<file path="src/rtl/nco_pkg.sv">
package nco_pkg;
  typedef enum logic [1:0] {
    MODE_QUAD = 2'd0,
    MODE_TONE = 2'd1,
    MODE_PASS = 2'd2,
    MODE_BAD  = 2'd3
  } nco_mode_e;
endpackage

</file>
<file path="src/rtl/ftw_shadow.sv">
// Byte-lane loader: lanes collect in a shadow copy, and the active word is
// replaced once every lane has been written since the last transfer.
module ftw_shadow #(
  parameter int FTW_W  = 32,
  parameter int LANE_W = 8
) (
  input  logic                                 clk,
  input  logic                                 rst_n,
  input  logic                                 wr_en,
  input  logic [$clog2(FTW_W/LANE_W)-1:0]      wr_sel,
  input  logic [LANE_W-1:0]                    wr_data,
  output logic [FTW_W-1:0]                     ftw_act
);
  localparam int LANES = FTW_W / LANE_W;

  logic [LANES-1:0][LANE_W-1:0] shadow_q, shadow_d;
  logic [LANES-1:0]             seen_q, seen_d;
  logic [FTW_W-1:0]             act_q, act_d;

  always_comb begin
    shadow_d = shadow_q;
    seen_d   = seen_q;
    act_d    = act_q;
    if (wr_en) begin
      shadow_d[wr_sel] = wr_data;
      seen_d[wr_sel]   = 1'b1;
      if (&seen_d) begin
        act_d  = shadow_d;
        seen_d = '0;
      end
    end
  end

  always_ff @(posedge clk or negedge rst_n) begin
    if (!rst_n) begin
      shadow_q <= '0;
      seen_q   <= '0;
      act_q    <= '0;
    end else begin
      shadow_q <= shadow_d;
      seen_q   <= seen_d;
      act_q    <= act_d;
    end
  end

  assign ftw_act = act_q;
endmodule

</file>
<file path="src/rtl/phase_accum.sv">
// Free-running phase accumulator; wraps naturally at 2^ACC_W.
module phase_accum #(
  parameter int ACC_W   = 32,
  parameter int PHASE_W = 10
) (
  input  logic               clk,
  input  logic               rst_n,
  input  logic [ACC_W-1:0]   ftw,
  output logic [PHASE_W-1:0] phase_idx
);
  logic [ACC_W-1:0] acc_q, acc_d;
  logic             adv_en;

  assign adv_en = 1'b1;

  always_comb begin
    acc_d = acc_q;
    if (adv_en) acc_d = acc_q + ftw;
  end

  always_ff @(posedge clk or negedge rst_n) begin
    if (!rst_n) acc_q <= '0;
    else        acc_q <= acc_d;
  end

  assign phase_idx = acc_q[ACC_W-1 -: PHASE_W];
endmodule

</file>
<file path="src/rtl/sine_gen.sv">
// Parabolic sine: each half cycle is 4u(H-u)/H^2 scaled to the peak,
// negated in the second half. Exact zeros and peaks at the quadrant points.
module sine_gen #(
  parameter int PHASE_W = 10,
  parameter int AMP_W   = 12
) (
  input  logic [PHASE_W-1:0]      idx,
  output logic signed [AMP_W-1:0] wave
);
  localparam int HALF_W = PHASE_W - 1;
  localparam int SHIFT  = 2 * HALF_W - 2;
  localparam int PEAK   = 2 ** (AMP_W - 1) - 1;
  localparam int PW     = 2 * HALF_W + AMP_W;

  logic [HALF_W-1:0] pos;
  logic [HALF_W:0]   rest;
  logic [PW-1:0]     prod;
  logic [AMP_W-1:0]  mag;

  always_comb begin
    pos  = idx[HALF_W-1:0];
    rest = {1'b1, {HALF_W{1'b0}}} - {1'b0, pos};
    prod = PW'(pos) * PW'(rest) * PW'(PEAK);
    mag  = AMP_W'(prod >> SHIFT);
    wave = idx[PHASE_W-1] ? -$signed(mag) : $signed(mag);
  end
endmodule

</file>
<file path="src/rtl/quad_mixer.sv">
// Stage 1 captures samples, carrier and settings together; stage 2 forms
// the mode-selected pre-gain value.
module quad_mixer
  import nco_pkg::*;
#(
  parameter int IQ_W    = 12,
  parameter int TRIG_W  = 12,
  parameter int SCALE_W = 8
) (
  input  logic                     clk,
  input  logic                     rst_n,
  input  logic signed [IQ_W-1:0]   i_in,
  input  logic signed [IQ_W-1:0]   q_in,
  input  logic signed [TRIG_W-1:0] cos_in,
  input  logic signed [TRIG_W-1:0] sin_in,
  input  logic [1:0]               mode_in,
  input  logic                     inv_in,
  input  logic [SCALE_W-1:0]       scale_in,
  output logic signed [IQ_W+1:0]   mix_o,
  output logic [SCALE_W-1:0]       scale_o
);
  localparam int PROD_W = IQ_W + TRIG_W;
  localparam int SUM_W  = PROD_W + 1;
  localparam int MIX_W  = IQ_W + 2;

  // stage 1
  logic signed [IQ_W-1:0]   i1_q, q1_q, i1_d, q1_d;
  logic signed [TRIG_W-1:0] c1_q, s1_q, c1_d, s1_d;
  nco_mode_e                m1_q, m1_d;
  logic                     inv1_q, inv1_d;
  logic [SCALE_W-1:0]       sc1_q, sc1_d;
  // stage 2
  logic signed [MIX_W-1:0]  mix2_q, mix2_d;
  logic [SCALE_W-1:0]       sc2_q, sc2_d;

  logic signed [PROD_W-1:0] prod_i, prod_q;
  logic signed [SUM_W-1:0]  ext_i, ext_q, sum;
  logic signed [MIX_W-1:0]  quad_v;
  logic                     cap_en;

  assign cap_en = 1'b1;

  always_comb begin
    i1_d = i1_q; q1_d = q1_q; c1_d = c1_q; s1_d = s1_q;
    m1_d = m1_q; inv1_d = inv1_q; sc1_d = sc1_q;
    if (cap_en) begin
      i1_d   = i_in;
      q1_d   = q_in;
      c1_d   = cos_in;
      s1_d   = sin_in;
      m1_d   = nco_mode_e'(mode_in);
      inv1_d = inv_in;
      sc1_d  = scale_in;
    end
  end

  always_comb begin
    prod_i = i1_q * c1_q;
    prod_q = q1_q * s1_q;
    ext_i  = {prod_i[PROD_W-1], prod_i};
    ext_q  = {prod_q[PROD_W-1], prod_q};
    sum    = inv1_q ? (ext_i + ext_q) : (ext_i - ext_q);
    quad_v = sum[SUM_W-1:TRIG_W-1];
    unique case (m1_q)
      MODE_QUAD: mix2_d = quad_v;
      MODE_TONE: mix2_d = {{(MIX_W-TRIG_W){c1_q[TRIG_W-1]}}, c1_q};
      MODE_PASS: mix2_d = {{(MIX_W-IQ_W){i1_q[IQ_W-1]}}, i1_q};
      default:   mix2_d = '0;
    endcase
    sc2_d = sc1_q;
  end

  always_ff @(posedge clk or negedge rst_n) begin
    if (!rst_n) begin
      i1_q   <= '0;
      q1_q   <= '0;
      c1_q   <= '0;
      s1_q   <= '0;
      m1_q   <= MODE_BAD;
      inv1_q <= 1'b0;
      sc1_q  <= '0;
      mix2_q <= '0;
      sc2_q  <= '0;
    end else begin
      i1_q   <= i1_d;
      q1_q   <= q1_d;
      c1_q   <= c1_d;
      s1_q   <= s1_d;
      m1_q   <= m1_d;
      inv1_q <= inv1_d;
      sc1_q  <= sc1_d;
      mix2_q <= mix2_d;
      sc2_q  <= sc2_d;
    end
  end

  assign mix_o   = mix2_q;
  assign scale_o = sc2_q;
endmodule

</file>
<file path="src/rtl/gain_sat.sv">
// Stage 3: unsigned fixed-point gain, floor shift, clamp to output range.
module gain_sat #(
  parameter int MIX_W      = 14,
  parameter int SCALE_W    = 8,
  parameter int SCALE_FRAC = 7,
  parameter int OUT_W      = 12
) (
  input  logic                     clk,
  input  logic                     rst_n,
  input  logic signed [MIX_W-1:0]  mix_in,
  input  logic [SCALE_W-1:0]       scale_in,
  output logic signed [OUT_W-1:0]  out_o
);
  localparam int PRD_W = MIX_W + SCALE_W + 1;
  localparam int SH_W  = PRD_W - SCALE_FRAC;
  localparam logic signed [SH_W-1:0] MAX_S = SH_W'(2 ** (OUT_W - 1) - 1);
  localparam logic signed [SH_W-1:0] MIN_S = SH_W'(-(2 ** (OUT_W - 1)));

  logic signed [PRD_W-1:0] prod;
  logic signed [SH_W-1:0]  shifted;
  logic signed [OUT_W-1:0] out_q, out_d;
  logic                    out_en;

  assign out_en = 1'b1;

  always_comb begin
    prod    = mix_in * $signed({1'b0, scale_in});
    shifted = prod[PRD_W-1:SCALE_FRAC];
    out_d   = out_q;
    if (out_en) begin
      if (shifted > MAX_S)      out_d = MAX_S[OUT_W-1:0];
      else if (shifted < MIN_S) out_d = MIN_S[OUT_W-1:0];
      else                      out_d = shifted[OUT_W-1:0];
    end
  end

  always_ff @(posedge clk or negedge rst_n) begin
    if (!rst_n) out_q <= '0;
    else        out_q <= out_d;
  end

  assign out_o = out_q;
endmodule

</file>
<file path="src/rtl/nco_quad_mod.sv">
module nco_quad_mod #(
  parameter int FTW_W      = 32,
  parameter int LANE_W     = 8,
  parameter int PHASE_W    = 10,
  parameter int IQ_W       = 12,
  parameter int TRIG_W     = 12,
  parameter int SCALE_W    = 8,
  parameter int SCALE_FRAC = 7,
  parameter int OUT_W      = 12
) (
  input  logic                                clk,
  input  logic                                rst_n,
  input  logic                                ftw_wr_en,
  input  logic [$clog2(FTW_W/LANE_W)-1:0]     ftw_wr_sel,
  input  logic [LANE_W-1:0]                   ftw_wr_byte,
  input  logic [1:0]                          mode_sel,
  input  logic                                spec_inv,
  input  logic [SCALE_W-1:0]                  scale_fac,
  input  logic signed [IQ_W-1:0]              i_in,
  input  logic signed [IQ_W-1:0]              q_in,
  output logic signed [OUT_W-1:0]             dac_out
);
  localparam int MIX_W = IQ_W + 2;
  localparam logic [PHASE_W-1:0] QUARTER = PHASE_W'(1) << (PHASE_W - 2);

  logic                       rst_meta, rst_sync_n;
  logic [FTW_W-1:0]           ftw_act;
  logic [PHASE_W-1:0]         phase_idx;
  logic [1:0][PHASE_W-1:0]    trig_idx;
  logic signed [TRIG_W-1:0]   trig_val [2];
  logic signed [MIX_W-1:0]    mix_v;
  logic [SCALE_W-1:0]         scale_v;

  // asynchronous assert, synchronous release
  always_ff @(posedge clk or negedge rst_n) begin
    if (!rst_n) begin
      rst_meta   <= 1'b0;
      rst_sync_n <= 1'b0;
    end else begin
      rst_meta   <= 1'b1;
      rst_sync_n <= rst_meta;
    end
  end

  ftw_shadow #(.FTW_W(FTW_W), .LANE_W(LANE_W)) u_ftw (
    .clk(clk), .rst_n(rst_sync_n), .wr_en(ftw_wr_en), .wr_sel(ftw_wr_sel),
    .wr_data(ftw_wr_byte), .ftw_act(ftw_act)
  );

  phase_accum #(.ACC_W(FTW_W), .PHASE_W(PHASE_W)) u_acc (
    .clk(clk), .rst_n(rst_sync_n), .ftw(ftw_act), .phase_idx(phase_idx)
  );

  // entry 0 = sine, entry 1 = cosine (quarter-turn ahead)
  assign trig_idx[0] = phase_idx;
  assign trig_idx[1] = phase_idx + QUARTER;

  for (genvar g = 0; g < 2; g++) begin : g_trig
    sine_gen #(.PHASE_W(PHASE_W), .AMP_W(TRIG_W)) u_sin (
      .idx(trig_idx[g]), .wave(trig_val[g])
    );
  end

  quad_mixer #(.IQ_W(IQ_W), .TRIG_W(TRIG_W), .SCALE_W(SCALE_W)) u_mix (
    .clk(clk), .rst_n(rst_sync_n), .i_in(i_in), .q_in(q_in),
    .cos_in(trig_val[1]), .sin_in(trig_val[0]), .mode_in(mode_sel),
    .inv_in(spec_inv), .scale_in(scale_fac), .mix_o(mix_v), .scale_o(scale_v)
  );

  gain_sat #(.MIX_W(MIX_W), .SCALE_W(SCALE_W), .SCALE_FRAC(SCALE_FRAC),
             .OUT_W(OUT_W)) u_gain (
    .clk(clk), .rst_n(rst_sync_n), .mix_in(mix_v), .scale_in(scale_v),
    .out_o(dac_out)
  );
endmodule

</file>
<file path="config.mk">
export PLATFORM = sky130hd
export DESIGN_NAME = nco_quad_mod
export DESIGN_NICKNAME = d
export VERILOG_FILES = /design/src/rtl/nco_pkg.sv /design/src/rtl/ftw_shadow.sv /design/src/rtl/phase_accum.sv /design/src/rtl/sine_gen.sv /design/src/rtl/quad_mixer.sv /design/src/rtl/gain_sat.sv /design/src/rtl/nco_quad_mod.sv
export SDC_FILE = /design/constraint.sdc
export NUM_CORES = 2
export LEC_CHECK = 0
export BUFFER_PORTS_ARGS = -buffer_cell sky130_fd_sc_hd__buf_2
export CORE_UTILIZATION = 55
export CTS_BUF_LIST = sky130_fd_sc_hd__clkbuf_8
export DETAILED_ROUTE_END_ITERATION = 8
export PLACE_DENSITY = 0.71
export SETUP_SLACK_MARGIN = 0.3
export SYNTH_ARGS = -nofsm -noshare
export SYNTH_HDL_FRONTEND = slang
export SYNTH_SLANG_ARGS = --single-unit
</file>
<file path="constraint.sdc">
create_clock -name clk -period 8.1 [get_ports clk]
set_input_delay 0.81 -clock clk [delete_from_list [all_inputs] [get_ports clk]]
set_output_delay 0.81 -clock clk [all_outputs]
set_load 0.01 [all_outputs]
</file>
== Yosys cells after proc, flatten, opt, wreduce, memory -nomap -nowiden ==
Cells that the tools add are included.

* Register bits: 195
* Logic and storage cells: 57

* Add/subtract/negate cells: 8
* Multipliers: 7
* $lt $le $gt $ge: 4
* Equality and inequality tests: 2
* Mux-type cells: 12
* Bitwise gates (word level): 1
* Reduce and logical (&&, ||, !) cells: 4

{| class="wikitable"
|+ Operators with widths
! cell !! number
|-
| $mul A19 B11 Y28 const B || 2
|-
| $mul A12 B12 Y24 || 2
|-
| $mux W12 || 4
|-
| $pmux W14 S3 || 1
|-
| $mul A9 B10 Y19 || 2
|-
| $add A32 B32 Y32 || 1
|-
| $bwmux W32 || 1
|-
| $add A24 B24 Y25 || 1
|-
| $mux W25 || 1
|-
| $sub A24 B24 Y25 || 1
|-
| $neg A12 Y12 || 2
|-
| $mul A14 B9 Y23 || 1
|-
| $sub A10 B9 Y10 const A || 2
|-
| $demux W8 S2 || 1
|-
| $gt A16 B12 Y1 const B || 1
|-
| $lt A16 B12 Y1 const B || 1
|-
| $add A10 B9 Y10 const B || 1
|-
| $mux W8 || 1
|-
| $reduce_and A5 Y1 || 1
|-
| $mux W4 || 1
|-
| $or A4 B4 Y4 || 1
|-
| $reduce_and A4 Y1 || 1
|-
| $lt A2 B3 Y1 const B || 1
|-
| $demux W1 S2 || 1
|-
| 6 further kinds || 6
|}

== Depth between registers and ports, before layout ==
* Depth in word-level cells: 7
* Gate-level depth with buffers: 49
* Depth with buffers taken out: 48

== By module ==
A second synthesis with hierarchy kept.

* Cells, all modules: 4143
* Area, all modules: 39576.7 um2

{| class="wikitable"
|+ Modules (own cells, without submodules)
! module !! instances !! cells each !! area each (um2) !! sequential area each (um2)
|-
| quad_mixer || 1 || 1549 || 14497.7 || 2029.4
|-
| sine_gen at g_trig[0].u_sin || 1 || 813 || 7611.0 || 0.0
|-
| sine_gen at g_trig[1].u_sin || 1 || 786 || 7425.9 || 0.0
|-
| gain_sat || 1 || 514 || 4491.8 || 300.3
|-
| ftw_shadow || 1 || 213 || 3006.6 || 1701.6
|-
| phase_accum || 1 || 263 || 2477.4 || 800.8
|-
| nco_quad_mod || 1 || 5 || 66.3 || 50.0
|}

== Least setup slack after synthesis ==
OpenSTA, ideal clock, no wires.

* Path type: flip-flop to flip-flop
* Start point: reg u_acc.acc_q[22]
* End point: reg u_mix.s1_q[10]
* Library setup time: 0.079 ns
* Arrival: 11.148 ns
* Slack: -3.127 ns
* Cell stages (with the launch flop): 43
* Buffers on the path: 1
* Cell sequence: dfrtp_1 inv_1 ha_1 nor3b_1 nor3b_1 nor3b_1 ha_1 and2_1 fa_1 inv_1 fa_1 fa_1 fa_1 inv_1 ha_1 a21boi_0 o21ai_0 a21boi_0 (+7 left out) fa_1 inv_1 fa_1 fa_1 fa_1 inv_1 fa_1 inv_1 ha_1 a21o_1 a21o_1 a21o_1 a41oi_1 xnor2_1 or3_4 o211a_1 a221oi_2 xor2_1

* Cells in the longest elaborated chain, start to end: 5

{| class="wikitable"
|+ RTL lines
! item !! line !! text
|-
| start: declaration || phase_accum.sv:11 || <nowiki>logic [ACC_W-1:0] acc_q, acc_d;</nowiki>
|-
| start signal: assignment || phase_accum.sv:22 || <nowiki>if (!rst_n) acc_q <= '0;</nowiki>
|-
| start signal: assignment || phase_accum.sv:23 || <nowiki>else acc_q <= acc_d;</nowiki>
|-
| $sub A10 B9 Y10 || sine_gen.sv:22 || <nowiki>rest = {1'b1, {HALF_W{1'b0}}} - {1'b0, pos};</nowiki>
|-
| $mul A9 B10 Y19 (*) || sine_gen.sv:23 || <nowiki>prod = PW'(pos) * PW'(rest) * PW'(PEAK);</nowiki>
|-
| $mul A19 B11 Y28 (*) || sine_gen.sv:23 ||
|-
| $neg A12 Y12 || sine_gen.sv:25 || <nowiki>wave = idx[PHASE_W-1] ? -$signed(mag) : $signed(mag);</nowiki>
|-
| $mux W12 (*) || sine_gen.sv:25 ||
|-
| named net g_trig[0].u_sin.wave[10] || sine_gen.sv:8 || <nowiki>output logic signed [AMP_W-1:0] wave</nowiki>
|-
| end signal: assignment || quad_mixer.sv:78 || <nowiki>s1_q <= '0;</nowiki>
|-
| end signal: assignment || quad_mixer.sv:88 || <nowiki>s1_q <= s1_d;</nowiki>
|-
| end: declaration || quad_mixer.sv:28 || <nowiki>logic signed [TRIG_W-1:0] c1_q, s1_q, c1_d, s1_d;</nowiki>
|}

The timed path passes the listed nets; every way through them passes the cells marked *.
A chain may end at the register's enable or synchronous reset.

== Final worst setup path ==
* Start point: reg u_acc.acc_q[23]
* End point: reg u_mix.c1_q[11]

* Cells in the longest elaborated chain, start to end: 6

{| class="wikitable"
|+ RTL lines
! item !! line !! text
|-
| $add A10 B9 Y10 (*) || nco_quad_mod.sv:56 || <nowiki>assign trig_idx[1] = phase_idx + QUARTER;</nowiki>
|-
| $sub A10 B9 Y10 || sine_gen.sv:22 ||
|-
| $mul A9 B10 Y19 || sine_gen.sv:23 ||
|-
| $mul A19 B11 Y28 || sine_gen.sv:23 ||
|-
| $neg A12 Y12 || sine_gen.sv:25 ||
|-
| $mux W12 (*) || sine_gen.sv:25 ||
|-
| named net g_trig[1].u_sin.wave[11] || sine_gen.sv:8 ||
|-
| end signal: assignment || quad_mixer.sv:77 || <nowiki>c1_q <= '0;</nowiki>
|-
| end signal: assignment || quad_mixer.sv:87 || <nowiki>c1_q <= c1_d;</nowiki>
|-
| end: declaration || quad_mixer.sv:28 ||
|}

Marks and branches as above.

==> results.tsv <==
metric	value	unit
mux cell area share after synthesis	0.02092	
final count of pins violating max slew	0	
Top FF cell, synth	dfrtp_1	
most frequent CP cell	fa_1	
synth top area cells	fa_1 (37%), dfrtp_1 (13%), ha_1 (13%)	
Worst R2R Start	u_acc.acc_q[23]$_DFF_PN0_	
WHS Path Cells	1	
XOR/XNOR share of the synthesized area	0.04960	
IO buf count	59	
Hold Path Sink	u_mix.q1_q[3]$_DFF_PN0_	
Gate Count Post-Synth	3772	
syn avg cell area	9.530	sq um
worst hold path class	input port to register	
Worst Skew	0.02226	ns
H-Tree Depth	4	
compound-cell area share of the yosys netlist	0.07877	
share of layout cells above drive strength 1	0.1996	
Nets	5273	
final instance area	0.04240	sq mm
Synth top area share	0.3670	
Routability Congestion	0.8871	
Core ar.	0.06446	sq mm
reg2reg setup slack	-2.27	ns
Worst Min Path Start	q_in[3]	
setup TNS	-45.14	ns
Least-Margin Pin Slew	0.9711	ns
DR vias	26180	
TritonCTS clock tree	yes	
worst r2r dst	u_mix.c1_q[11]$_DFF_PN0_	
sequential-to-total area share from yosys stat	0.1358	
crit path max fanout	4	
drt pass-1 iters	5	
critical path type	register to register	
DRC viols	0	
number of global-route vias before repair	28160	
status	finished, violations left	
# setup viols final	24	
Final min period	10.37	ns
final wirelength	79.93	mm
Met3 Wirelength	2.272	mm
cell row count	93	
Num CTS Buffers	17	
CP Data Arrival Time	10.80	ns
violated checks	setup timing	
FF-to-FF path depth	41	
IO Count	60	
endpoint class of the critical path	register	
Post-synth EDFFs	0	
Die H	257.7	um
Root Driver	clkbuf_8	
Synth Area in Adders	0.4961	
die area	0.06639	sq mm
#FFs+latches synth	195	
gr usage total	0.2504	
CTS sink count	195	
Worst-path clk slew	0.13	ns
Synth Cell Area	0.03595	sq mm
RSZ-0062 raised after global routing	yes	
post-detail-place hpwl	65.44	mm
final routed wire length divided by cell count	15.78	um
first-pass GRT wire length	134.3	mm
Max clock buf depth	2	
largest net degree at the start of global routing	76	
total gr overflow	0	
placed inst area	0.04026	sq mm
fillers	5102	
Peak Freq	96.45	MHz
Distinct cells, synth	75	
number of vias per cell	5.170	
Post-Place Setup Slack	-2.304	ns
Worst-Skew Late Latency	0.56	ns
DRT antenna net count	0	
Synth Area in Simple Gates	0.1193	
Crit-path slowest cell	fa_2	
normalized max-slew margin	0.3502	
Metal-1 WL	33.63	mm
Top Metal Used	met4	
Max-Cap Viols	0	
Hold Violations, Final	0	
final setup margin	-2.268	ns
main combinational cell family by area after synthesis	adder cells	
area leader, netlist	fa_1	
Largest stage delay, worst path	0.60	ns
fin crit share	1.280	
initial antenna violation count	1	
P&R area growth vs syn	17.94	%
Initial Util	0.5576	
Die Wd	257.7	um
Ys Warns	0	
Required @ worst endpoint	8.53	ns
Post-synth ARST share	1.000	
met2 wire length	41.68	mm
initial DRC count	1285	
Startpoint Class	register	
-- layer usage --
metal,vias to the layer above,global-route usage
li1,12440,-
met1,13180,0.3151
met2,435,0.4556
met3,124,0.02316
met4,0,0.07512
met5,-,0
-- layout by cell type (no fill, tap or decap), types with 19 or more instances in the layout --
cell type  synthesis  final
buf_2              1     59
nor2b_1           32     28
nand3_1           24     20
mux2_2            33     33
conb_1             2     19
xor2_1            70     59
a21o_1            44     44
and2_1           180    174
a21oi_1          162    142
nor3_1            27     21
fa_1             659    652
nand2b_1          75     69
inv_1            852    804
inv_2              0     47
dfrtp_1          193    175
ha_4               0     29
mux2i_1           38     36
nand2_1          313    303
o21ai_1           14     20
buf_6              0     33
xnor2_1          131    110
buf_4              1    390
o21ai_2            0     19
o21ai_0           85     58
nor2_1           147    132
ha_1             371    340
-- per-stage QoR --
stage | std cells | utilization | hold slack, ns
after CTS | 5027 | 0.6446 | 0.2608
after detailed placement | 4954 | 0.6246 | 0.3355
after global placement | 4954 | 0.6246 | 0.3343
after floorplan | 3789 | - | 0.3312
after global routing | 5064 | 0.6577 | 0.3064
final | 5064 | 0.6577 | 0.3370
-- worst max-delay path: cells and delay by family, from the launching register on --
family                     cells  cell delay [ns]
adders and majority gates     12             5.53
muxes                          1             0.28
AOI/OAI and AO/OA              9             1.63
buffers and inverters         11             0.90
xor gates and xnor gates       2             0.27
DFF                            1             0.44
and+or+nand+nor                6             1.18
-- cells in the mapped netlist (27+ instances only) --
cell and instances:
inv_1 852, fa_1 659, ha_1 371, nand2_1 313, dfrtp_1 193, and2_1 180, a21oi_1 162, nor2_1 147
xnor2_1 131, clkbuf_1 85, o21ai_0 85, nand2b_1 75, xor2_1 70, a21o_1 44, mux2i_1 38, mux2_2 33
nor2b_1 32, nor3_1 27
-- how the worst max path moves through the flow --
stage / start / to / slack, ns / cells past startpoint
after global routing: u_acc.acc_q[23]$_DFF_PN0_ / u_mix.c1_q[11]$_DFF_PN0_ / -2.69 / 44
after global placement: u_acc.acc_q[23]$_DFF_PN0_ / u_mix.s1_q[10]$_DFF_PN0_ / -2.02 / 41
after CTS: u_acc.acc_q[23]$_DFF_PN0_ / u_mix.c1_q[11]$_DFF_PN0_ / -2.05 / 43
after floorplan: u_acc.acc_q[22]$_DFF_PN0_ / u_mix.s1_q[10]$_DFF_PN0_ / -1.96 / 41
after detailed placement: u_acc.acc_q[23]$_DFF_PN0_ / u_mix.s1_q[10]$_DFF_PN0_ / -2.30 / 38
final: u_acc.acc_q[23]$_DFF_PN0_ / u_mix.c1_q[11]$_DFF_PN0_ / -2.27 / 41
-- repair_timing --
action | in CTS | in global routing
endpoints found under the setup margin | 27 | 32
hold endpoints to repair | 2 | 0
resized for setup | 108 | 123
setup buffers | 40 | 36
hold buffers | 1 | 0
pin swaps | 89 | 109
-- layout make-up --
| class | count | area, sq um | area share |
|---|---|---|---|
| Tap cell | 855 | 1070 | 0.02523 |
| Sequential cell | 195 | 4907 | 0.1157 |
| Inverter | 852 | 3201 | 0.07549 |
| Timing Repair Buffer | 484 | 3620 | 0.08538 |
| Antenna cell | 1 | 2.502 | 0.00005902 |
| Clock inverter | 15 | 222.7 | 0.005253 |
| Clock buffer | 17 | 234.0 | 0.005519 |
| Multi-Input combinational cell | 2645 | 29140 | 0.6873 |
-- cells by family (layout without fill, tap and decap cells) --
logic type | Yosys count | count (layout)
compound gates | 450 | 450
xor+xnor | 202 | 202
fa+ha+maj | 1030 | 1030
buf+inv | 949 | 1368
flops | 195 | 195
mux | 71 | 71
other cells | 2 | 20
simple gates | 873 | 873
-- state kept, by name, summed over array words and instances (netlist names), 8 cells and up --
signal          count
u_acc.acc_q        32
u_ftw.ftw_act      32
u_ftw.shadow_q     32
u_gain.out_o       12
u_mix.c1_q         12
u_mix.i1_q         12
u_mix.mix_o        14
u_mix.q1_q         12
u_mix.s1_q         12
u_mix.sc1_q         8
u_mix.scale_o       8
Power is not shown: default switching activity piles up to over one toggle a cycle in this logic, so the estimate is an artifact.
